--- config.mk ---
export PLATFORM = sky130hd
export DESIGN_NAME = sdaec_codec
export DESIGN_NICKNAME = d
export VERILOG_FILES = /design/src/rtl/sdaec_pkg.sv /design/src/rtl/sdaec_encoder.sv /design/src/rtl/sdaec_syndrome.sv /design/src/rtl/sdaec_matcher.sv /design/src/rtl/sdaec_corrector.sv /design/src/rtl/sdaec_codec.sv
export SDC_FILE = /design/constraint.sdc
export NUM_CORES = 1
export LEC_CHECK = 0
export ABC_AREA = 1
export BUFFER_PORTS_ARGS = -buffer_cell sky130_fd_sc_hd__buf_2
export CORE_MARGIN = 2
export CORE_UTILIZATION = 30
export DETAILED_ROUTE_END_ITERATION = 16
export PLACE_DENSITY = 0.57
export SYNTH_ARGS = -nofsm -noshare
export SYNTH_HDL_FRONTEND = slang
export SYNTH_HIERARCHICAL = 1
export SYNTH_SLANG_ARGS = --single-unit
--- constraint.sdc ---
create_clock -name vclk -period 3.02
set_input_delay 0.151 -clock vclk [all_inputs]
set_output_delay 0.151 -clock vclk [all_outputs]
set_load 0.01 [all_outputs]
--- src/rtl/sdaec_pkg.sv ---
`timescale 1ns/1ps
// Package: shared sizes and the default parity-check matrix of the codec.
// Assumes: the codeword is laid out data first, then check bits, and the
// base matrix has one unit column per check bit.
package sdaec_pkg;

    localparam int DATA_W = 16;
    localparam int CHK_W  = 7;
    localparam int CODE_W = DATA_W + CHK_W;
    localparam int SYN_W  = CHK_W + 1;

    // Data part of each base row. Every data column has weight three, so
    // single syndromes are odd and neighbour-pair syndromes are even.
    localparam logic [CHK_W-1:0][DATA_W-1:0] H_DATA_DEF = {
        16'h66CC,   // row 6
        16'h3334,   // row 5
        16'hD986,   // row 4
        16'h095A,   // row 3
        16'h9263,   // row 2
        16'h2C91,   // row 1
        16'hC429    // row 0
    };

    // Extra row held in the spare column: it selects odd codeword positions,
    // so every neighbour pair has extra syndrome bit one.
    localparam logic [CODE_W-1:0] EXT_ROW_DEF = 23'h2AAAAA;

endpackage

--- src/rtl/sdaec_encoder.sv ---
`timescale 1ns/1ps
// Module: sdaec_encoder
// Forms the base check bits and the spare-column check bit of a data word.
// Assumes: check bit j has a unit column at codeword position DATA_W + j.
module sdaec_encoder #(
    parameter int DATA_W = sdaec_pkg::DATA_W,
    parameter int CHK_W  = sdaec_pkg::CHK_W,
    parameter logic [CHK_W-1:0][DATA_W-1:0] H_DATA = sdaec_pkg::H_DATA_DEF,
    parameter logic [DATA_W+CHK_W-1:0]      EXT_ROW = sdaec_pkg::EXT_ROW_DEF
) (
    input  logic [DATA_W-1:0] data_i,
    output logic [CHK_W-1:0]  chk_o,
    output logic              spare_o
);

    // One parity tree per base row over the selected data bits.
    for (genvar r = 0; r < CHK_W; r++) begin : g_row
        assign chk_o[r] = ^(data_i & H_DATA[r]);
    end

    // The extra row spans data and base check bits of the full codeword.
    assign spare_o = ^({chk_o, data_i} & EXT_ROW);

endmodule

--- src/rtl/sdaec_syndrome.sv ---
`timescale 1ns/1ps
// Module: sdaec_syndrome
// Recomputes every row of the extended matrix over a received codeword.
// Assumes: the top syndrome bit belongs to the spare-column row; gating it
// is left to the pattern matcher.
module sdaec_syndrome #(
    parameter int DATA_W = sdaec_pkg::DATA_W,
    parameter int CHK_W  = sdaec_pkg::CHK_W,
    parameter logic [CHK_W-1:0][DATA_W-1:0] H_DATA = sdaec_pkg::H_DATA_DEF,
    parameter logic [DATA_W+CHK_W-1:0]      EXT_ROW = sdaec_pkg::EXT_ROW_DEF
) (
    input  logic [DATA_W+CHK_W-1:0] code_i,
    input  logic                    spare_i,
    output logic [CHK_W:0]          syn_o
);

    // Base rows: parity over data mask XOR the stored check bit.
    for (genvar r = 0; r < CHK_W; r++) begin : g_row
        assign syn_o[r] = ^(code_i[DATA_W-1:0] & H_DATA[r]) ^ code_i[DATA_W+r];
    end

    // Extra row: parity over the codeword XOR the spare-column bit.
    assign syn_o[CHK_W] = ^(code_i & EXT_ROW) ^ spare_i;

endmodule

--- src/rtl/sdaec_matcher.sv ---
`timescale 1ns/1ps
// Module: sdaec_matcher
// Compares the syndrome with every column, every neighbour-column XOR and
// the spare-bit column, under a mask that drops the extra row when the spare
// column is not available.
// Assumes: the matrix meets the uniqueness rules, so at most one hit.
module sdaec_matcher #(
    parameter int DATA_W = sdaec_pkg::DATA_W,
    parameter int CHK_W  = sdaec_pkg::CHK_W,
    parameter logic [CHK_W-1:0][DATA_W-1:0] H_DATA = sdaec_pkg::H_DATA_DEF,
    parameter logic [DATA_W+CHK_W-1:0]      EXT_ROW = sdaec_pkg::EXT_ROW_DEF
) (
    input  logic [CHK_W:0]           syn_i,
    input  logic                     ext_en_i,
    output logic [DATA_W+CHK_W-1:0]  single_hit_o,
    output logic [DATA_W+CHK_W-2:0]  pair_hit_o,
    output logic                     spare_hit_o,
    output logic                     syn_nz_o
);

    localparam int CODE_W = DATA_W + CHK_W;
    localparam int SYN_W  = CHK_W + 1;
    localparam logic [SYN_W-1:0] SPARE_COL = SYN_W'(1) << CHK_W;

    // Extended column of codeword position j, built from the row parameters.
    function automatic logic [SYN_W-1:0] column(input int j);
        logic [SYN_W-1:0] c;
        c = '0;
        for (int r = 0; r < CHK_W; r++) begin
            if (j < DATA_W) c[r] = H_DATA[r][j];
            else            c[r] = ((j - DATA_W) == r);
        end
        c[CHK_W] = EXT_ROW[j];
        return c;
    endfunction

    logic [SYN_W-1:0] cmp_mask;
    logic [SYN_W-1:0] syn_m;

    // Drop the extra row from every comparison while the spare is in repair.
    assign cmp_mask = {ext_en_i, {CHK_W{1'b1}}};
    assign syn_m    = syn_i & cmp_mask;
    assign syn_nz_o = |syn_m;

    // Single-bit comparators, one per codeword position.
    for (genvar j = 0; j < CODE_W; j++) begin : g_single
        localparam logic [SYN_W-1:0] COL = column(j);
        assign single_hit_o[j] = (syn_m == (COL & cmp_mask));
    end

    // Neighbour-pair comparators, including the data/check boundary pair.
    for (genvar k = 0; k < CODE_W - 1; k++) begin : g_pair
        localparam logic [SYN_W-1:0] PCOL = column(k) ^ column(k + 1);
        assign pair_hit_o[k] = (syn_m == (PCOL & cmp_mask));
    end

    // Spare-bit column; unreachable when the extra row is masked off.
    assign spare_hit_o = (syn_m == SPARE_COL);

endmodule

--- src/rtl/sdaec_corrector.sv ---
`timescale 1ns/1ps
// Module: sdaec_corrector
// Turns comparator hits into a flip mask over the data bits and the three
// status flags.
// Assumes: data occupies codeword positions 0..DATA_W-1 and at most one
// comparator is active.
module sdaec_corrector #(
    parameter int DATA_W = sdaec_pkg::DATA_W,
    parameter int CODE_W = sdaec_pkg::CODE_W
) (
    input  logic [DATA_W-1:0] data_i,
    input  logic [CODE_W-1:0] single_hit_i,
    input  logic [CODE_W-2:0] pair_hit_i,
    input  logic              spare_hit_i,
    input  logic              syn_nz_i,
    output logic [DATA_W-1:0] data_o,
    output logic              single_o,
    output logic              pair_o,
    output logic              uncorr_o
);

    logic [DATA_W-1:0] flip;

    // A data bit flips on its own hit or on either pair that covers it.
    for (genvar p = 0; p < DATA_W; p++) begin : g_flip
        if (p == 0) begin : g_first
            assign flip[p] = single_hit_i[p] | pair_hit_i[p];
        end else begin : g_inner
            assign flip[p] = single_hit_i[p] | pair_hit_i[p] | pair_hit_i[p-1];
        end
    end

    // Apply the correction mask.
    assign data_o = data_i ^ flip;

    // Status: spare-bit hits count as single corrections.
    assign single_o = (|single_hit_i) | spare_hit_i;
    assign pair_o   = |pair_hit_i;
    assign uncorr_o = syn_nz_i & ~single_o & ~pair_o;

endmodule

--- src/rtl/sdaec_codec.sv ---
`timescale 1ns/1ps
// Module: sdaec_codec
// Combinational single and neighbour-pair correcting codec with an optional
// extra check bit held in a spare memory column.
// Assumes: spare_used_i reflects repair status and is static during use.
module sdaec_codec #(
    parameter int DATA_W = sdaec_pkg::DATA_W,
    parameter int CHK_W  = sdaec_pkg::CHK_W,
    parameter logic [CHK_W-1:0][DATA_W-1:0] H_DATA = sdaec_pkg::H_DATA_DEF,
    parameter logic [DATA_W+CHK_W-1:0]      EXT_ROW = sdaec_pkg::EXT_ROW_DEF
) (
    input  logic [DATA_W-1:0]       enc_data_i,
    output logic [CHK_W-1:0]        enc_check_o,
    output logic                    enc_spare_o,
    input  logic [DATA_W+CHK_W-1:0] dec_code_i,
    input  logic                    dec_spare_i,
    input  logic                    spare_used_i,
    output logic [DATA_W-1:0]       dec_data_o,
    output logic                    dec_single_o,
    output logic                    dec_pair_o,
    output logic                    dec_uncorr_o
);

    localparam int CODE_W = DATA_W + CHK_W;
    localparam int SYN_W  = CHK_W + 1;

    logic [SYN_W-1:0]  syn;
    logic [CODE_W-1:0] single_hit;
    logic [CODE_W-2:0] pair_hit;
    logic              spare_hit;
    logic              syn_nz;

    sdaec_encoder #(
        .DATA_W (DATA_W), .CHK_W (CHK_W), .H_DATA (H_DATA), .EXT_ROW (EXT_ROW)
    ) u_enc (
        .data_i  (enc_data_i),
        .chk_o   (enc_check_o),
        .spare_o (enc_spare_o)
    );

    sdaec_syndrome #(
        .DATA_W (DATA_W), .CHK_W (CHK_W), .H_DATA (H_DATA), .EXT_ROW (EXT_ROW)
    ) u_syn (
        .code_i  (dec_code_i),
        .spare_i (dec_spare_i),
        .syn_o   (syn)
    );

    sdaec_matcher #(
        .DATA_W (DATA_W), .CHK_W (CHK_W), .H_DATA (H_DATA), .EXT_ROW (EXT_ROW)
    ) u_match (
        .syn_i        (syn),
        .ext_en_i     (~spare_used_i),
        .single_hit_o (single_hit),
        .pair_hit_o   (pair_hit),
        .spare_hit_o  (spare_hit),
        .syn_nz_o     (syn_nz)
    );

    sdaec_corrector #(
        .DATA_W (DATA_W), .CODE_W (CODE_W)
    ) u_corr (
        .data_i       (dec_code_i[DATA_W-1:0]),
        .single_hit_i (single_hit),
        .pair_hit_i   (pair_hit),
        .spare_hit_i  (spare_hit),
        .syn_nz_i     (syn_nz),
        .data_o       (dec_data_o),
        .single_o     (dec_single_o),
        .pair_o       (dec_pair_o),
        .uncorr_o     (dec_uncorr_o)
    );

endmodule

==> out/metrics.yaml <==
most_common_cell_after_layout_fill_and_taps_aside: "sky130_fd_sc_hd__nand2_1"
final_nets: 615
avgViaCountPerCell: 4.619
top_level_ports: 68
class_of_the_most_critical_hold_timing_path: "in -> out"
num-clock-buffers: 0
route.detailed.drc: 0
port_buffers: 68
via_count_of_the_first_global_routing_pass: 2742
design.seq.count: 0
worst_ep_arrival_time_ns: 2.26
setup_tns_ns: 0
tightestPinTransition_ns: 0.4515
postCtsHoldBufs: 0
report.final.hold_viol_count: 0
criticalPathCategory: "in -> out"
grt_overflow: 0
synth_area_leaders: "sky130_fd_sc_hd__nand2_1, sky130_fd_sc_hd__xnor2_1, sky130_fd_sc_hd__nor2_1, sky130_fd_sc_hd__inv_1, sky130_fd_sc_hd__xor2_1"
netlist_instances: 513
dpl.hpwl_um: 6585
min_period_ns: 2.413
dr_total_vias: 3113
placementRows: 32
diodes: 0
vdd_ir_drop_max_mv: 0.1347
post-route-period-util: 0.7990
fp.coreArea_um2: 7807
power_leakage_nw: 1.676
gp_congestion: 0.9731
slew_headroom: 0.6967
post_cts_gate_resize_count: 0
pwr_density_cell_nw_per_um2: 262.1
num-fill-cells: 929
dr.first_iter.drc_count: 219
die_w_um: 94.30
grt_start_max_net_pins: 10
worst-endpoint-required_ns: 2.87
critical_path.startpoint_type: "input pin"
slew_violations: 0
ys_seq_area_frac: 0
worst-path-max-fanout: 9
grt_first_pass_wirelength_um: 12320
drt-total-wl_um: 7437
endpoint_kind: "output port"
maxClockFrequency_mhz: 414.4
seqCellArea_um2: 0
first_pass_iters: 5
synth_nets: 554
yosys.cell_types.count: 21
synth.top_cell.area_share: 0.3269
design.die.area_um2: 8892
synth_largest_area_cell: "sky130_fd_sc_hd__nand2_1"
route.antenna.remaining_nets: 0
starting_density_of_the_core: 0.3133
setup_viol: 0
most_used_cells_in_the_layout_excluding_fill_and_tap_cells: "sky130_fd_sc_hd__nand2_1, sky130_fd_sc_hd__nor2_1, sky130_fd_sc_hd__buf_2"
antenna_found_initial: 0
place_area_um2: 2849
final_design_area_no_fill_um2: 2849
run_status: "finished, final reports clean"
wl_per_cell_um: 11.03
layout-area-overhead-vs-synth_pct: 16.47
groute.usage.overall: 0.1678
share_of_final_layout_standard_cells_stronger_than_drive_strength_1: 0.1573
synthesis.area_um2: 2446
floorplan.die.height_um: 94.30
rsz_0062_raised_after_global_routing: "false"
yosys_warnings: 6
syn_avg_cell_area_um2: 4.768
cap_viol_max_count: 0
cts_setup_buffers: 0
[worst paths after layout]
kind	endpoint	cells after the start	from
max	dec_data_o[7]	16	dec_code_i[13]
min	dec_data_o[14]	3	dec_code_i[14]
[where the power goes]
| part | switching, mW | internal [mW] | total (mW) |
|---|---|---|---|
| logic | 0.479 | 0.268 | 0.747 |
| clock network | 0 | 0 | 0 |
| registers | 0 | 0 | 0 |
[critical path, cell delays in order]
cell and delay [ns]:
sky130_fd_sc_hd__buf_2 0.15, sky130_fd_sc_hd__inv_1 0.08, sky130_fd_sc_hd__nand2_1 0.05, sky130_fd_sc_hd__nand2_1 0.11, sky130_fd_sc_hd__nand2_1 0.06, sky130_fd_sc_hd__nand2_1 0.09
sky130_fd_sc_hd__nand3_1 0.10, sky130_fd_sc_hd__nand2_1 0.07, sky130_fd_sc_hd__nand2_1 0.04, sky130_fd_sc_hd__nand2_1 0.23, sky130_fd_sc_hd__inv_2 0.16, sky130_fd_sc_hd__nand3_2 0.18
sky130_fd_sc_hd__nor2_1 0.10, sky130_fd_sc_hd__nor3_1 0.37, sky130_fd_sc_hd__xnor2_1 0.17, sky130_fd_sc_hd__buf_2 0.14
[synth_stat cells (all sizes together)]
| library cell | n |
|---|---|
| o21ai | 2 |
| clkbuf | 2 |
| inv | 63 |
| nand2 | 218 |
| buf | 7 |
| nand4 | 1 |
| nor3 | 15 |
| or2 | 1 |
| xor2 | 22 |
| nand2b | 1 |
| nor2 | 99 |
| nand3 | 31 |
| xnor2 | 48 |
| nand3b | 3 |
[per-layer routing]
layer,track usage,up-vias,routed length [µm]
met3,0.01043,2,565
met1,0.2507,1341,3726
met5,0,-,0
li1,-,1647,-
met4,0.008454,0,28
met2,0.2756,123,3117
[area by class of cell]
class              instances  area (µm²)  share of cell area
inverters                 63       236.5             0.08300
multi-input cells        441        2145              0.7527
well taps                102       127.6             0.04480
repair buffers            68       340.3              0.1195
[logic make-up after synthesis]
group / count (synthesis) / synth area share
XOR/XNOR: 70 / 0.2537
AO/OA/AOI/OAI: 2 / 0.004092
AND/OR/NAND/NOR: 369 / 0.6189
buffers and inverters: 72 / 0.1233
[through the flow]
step,setup WS [ns],hold WS [ns],power [mW],utilization,std cells
floorplan,1.056,0.3897,0.5274,-,513
global placement,0.6263,0.6490,0.7415,0.3649,674
detailed placement,0.6665,0.6481,0.7433,0.3649,674
CTS,0.6625,0.6492,0.7460,0.3649,674
global route,0.3120,0.6813,0.8454,0.3649,674
finish,0.6071,0.6546,0.7467,0.3649,674
No activity file was read; power rests on OpenSTA's default activity.
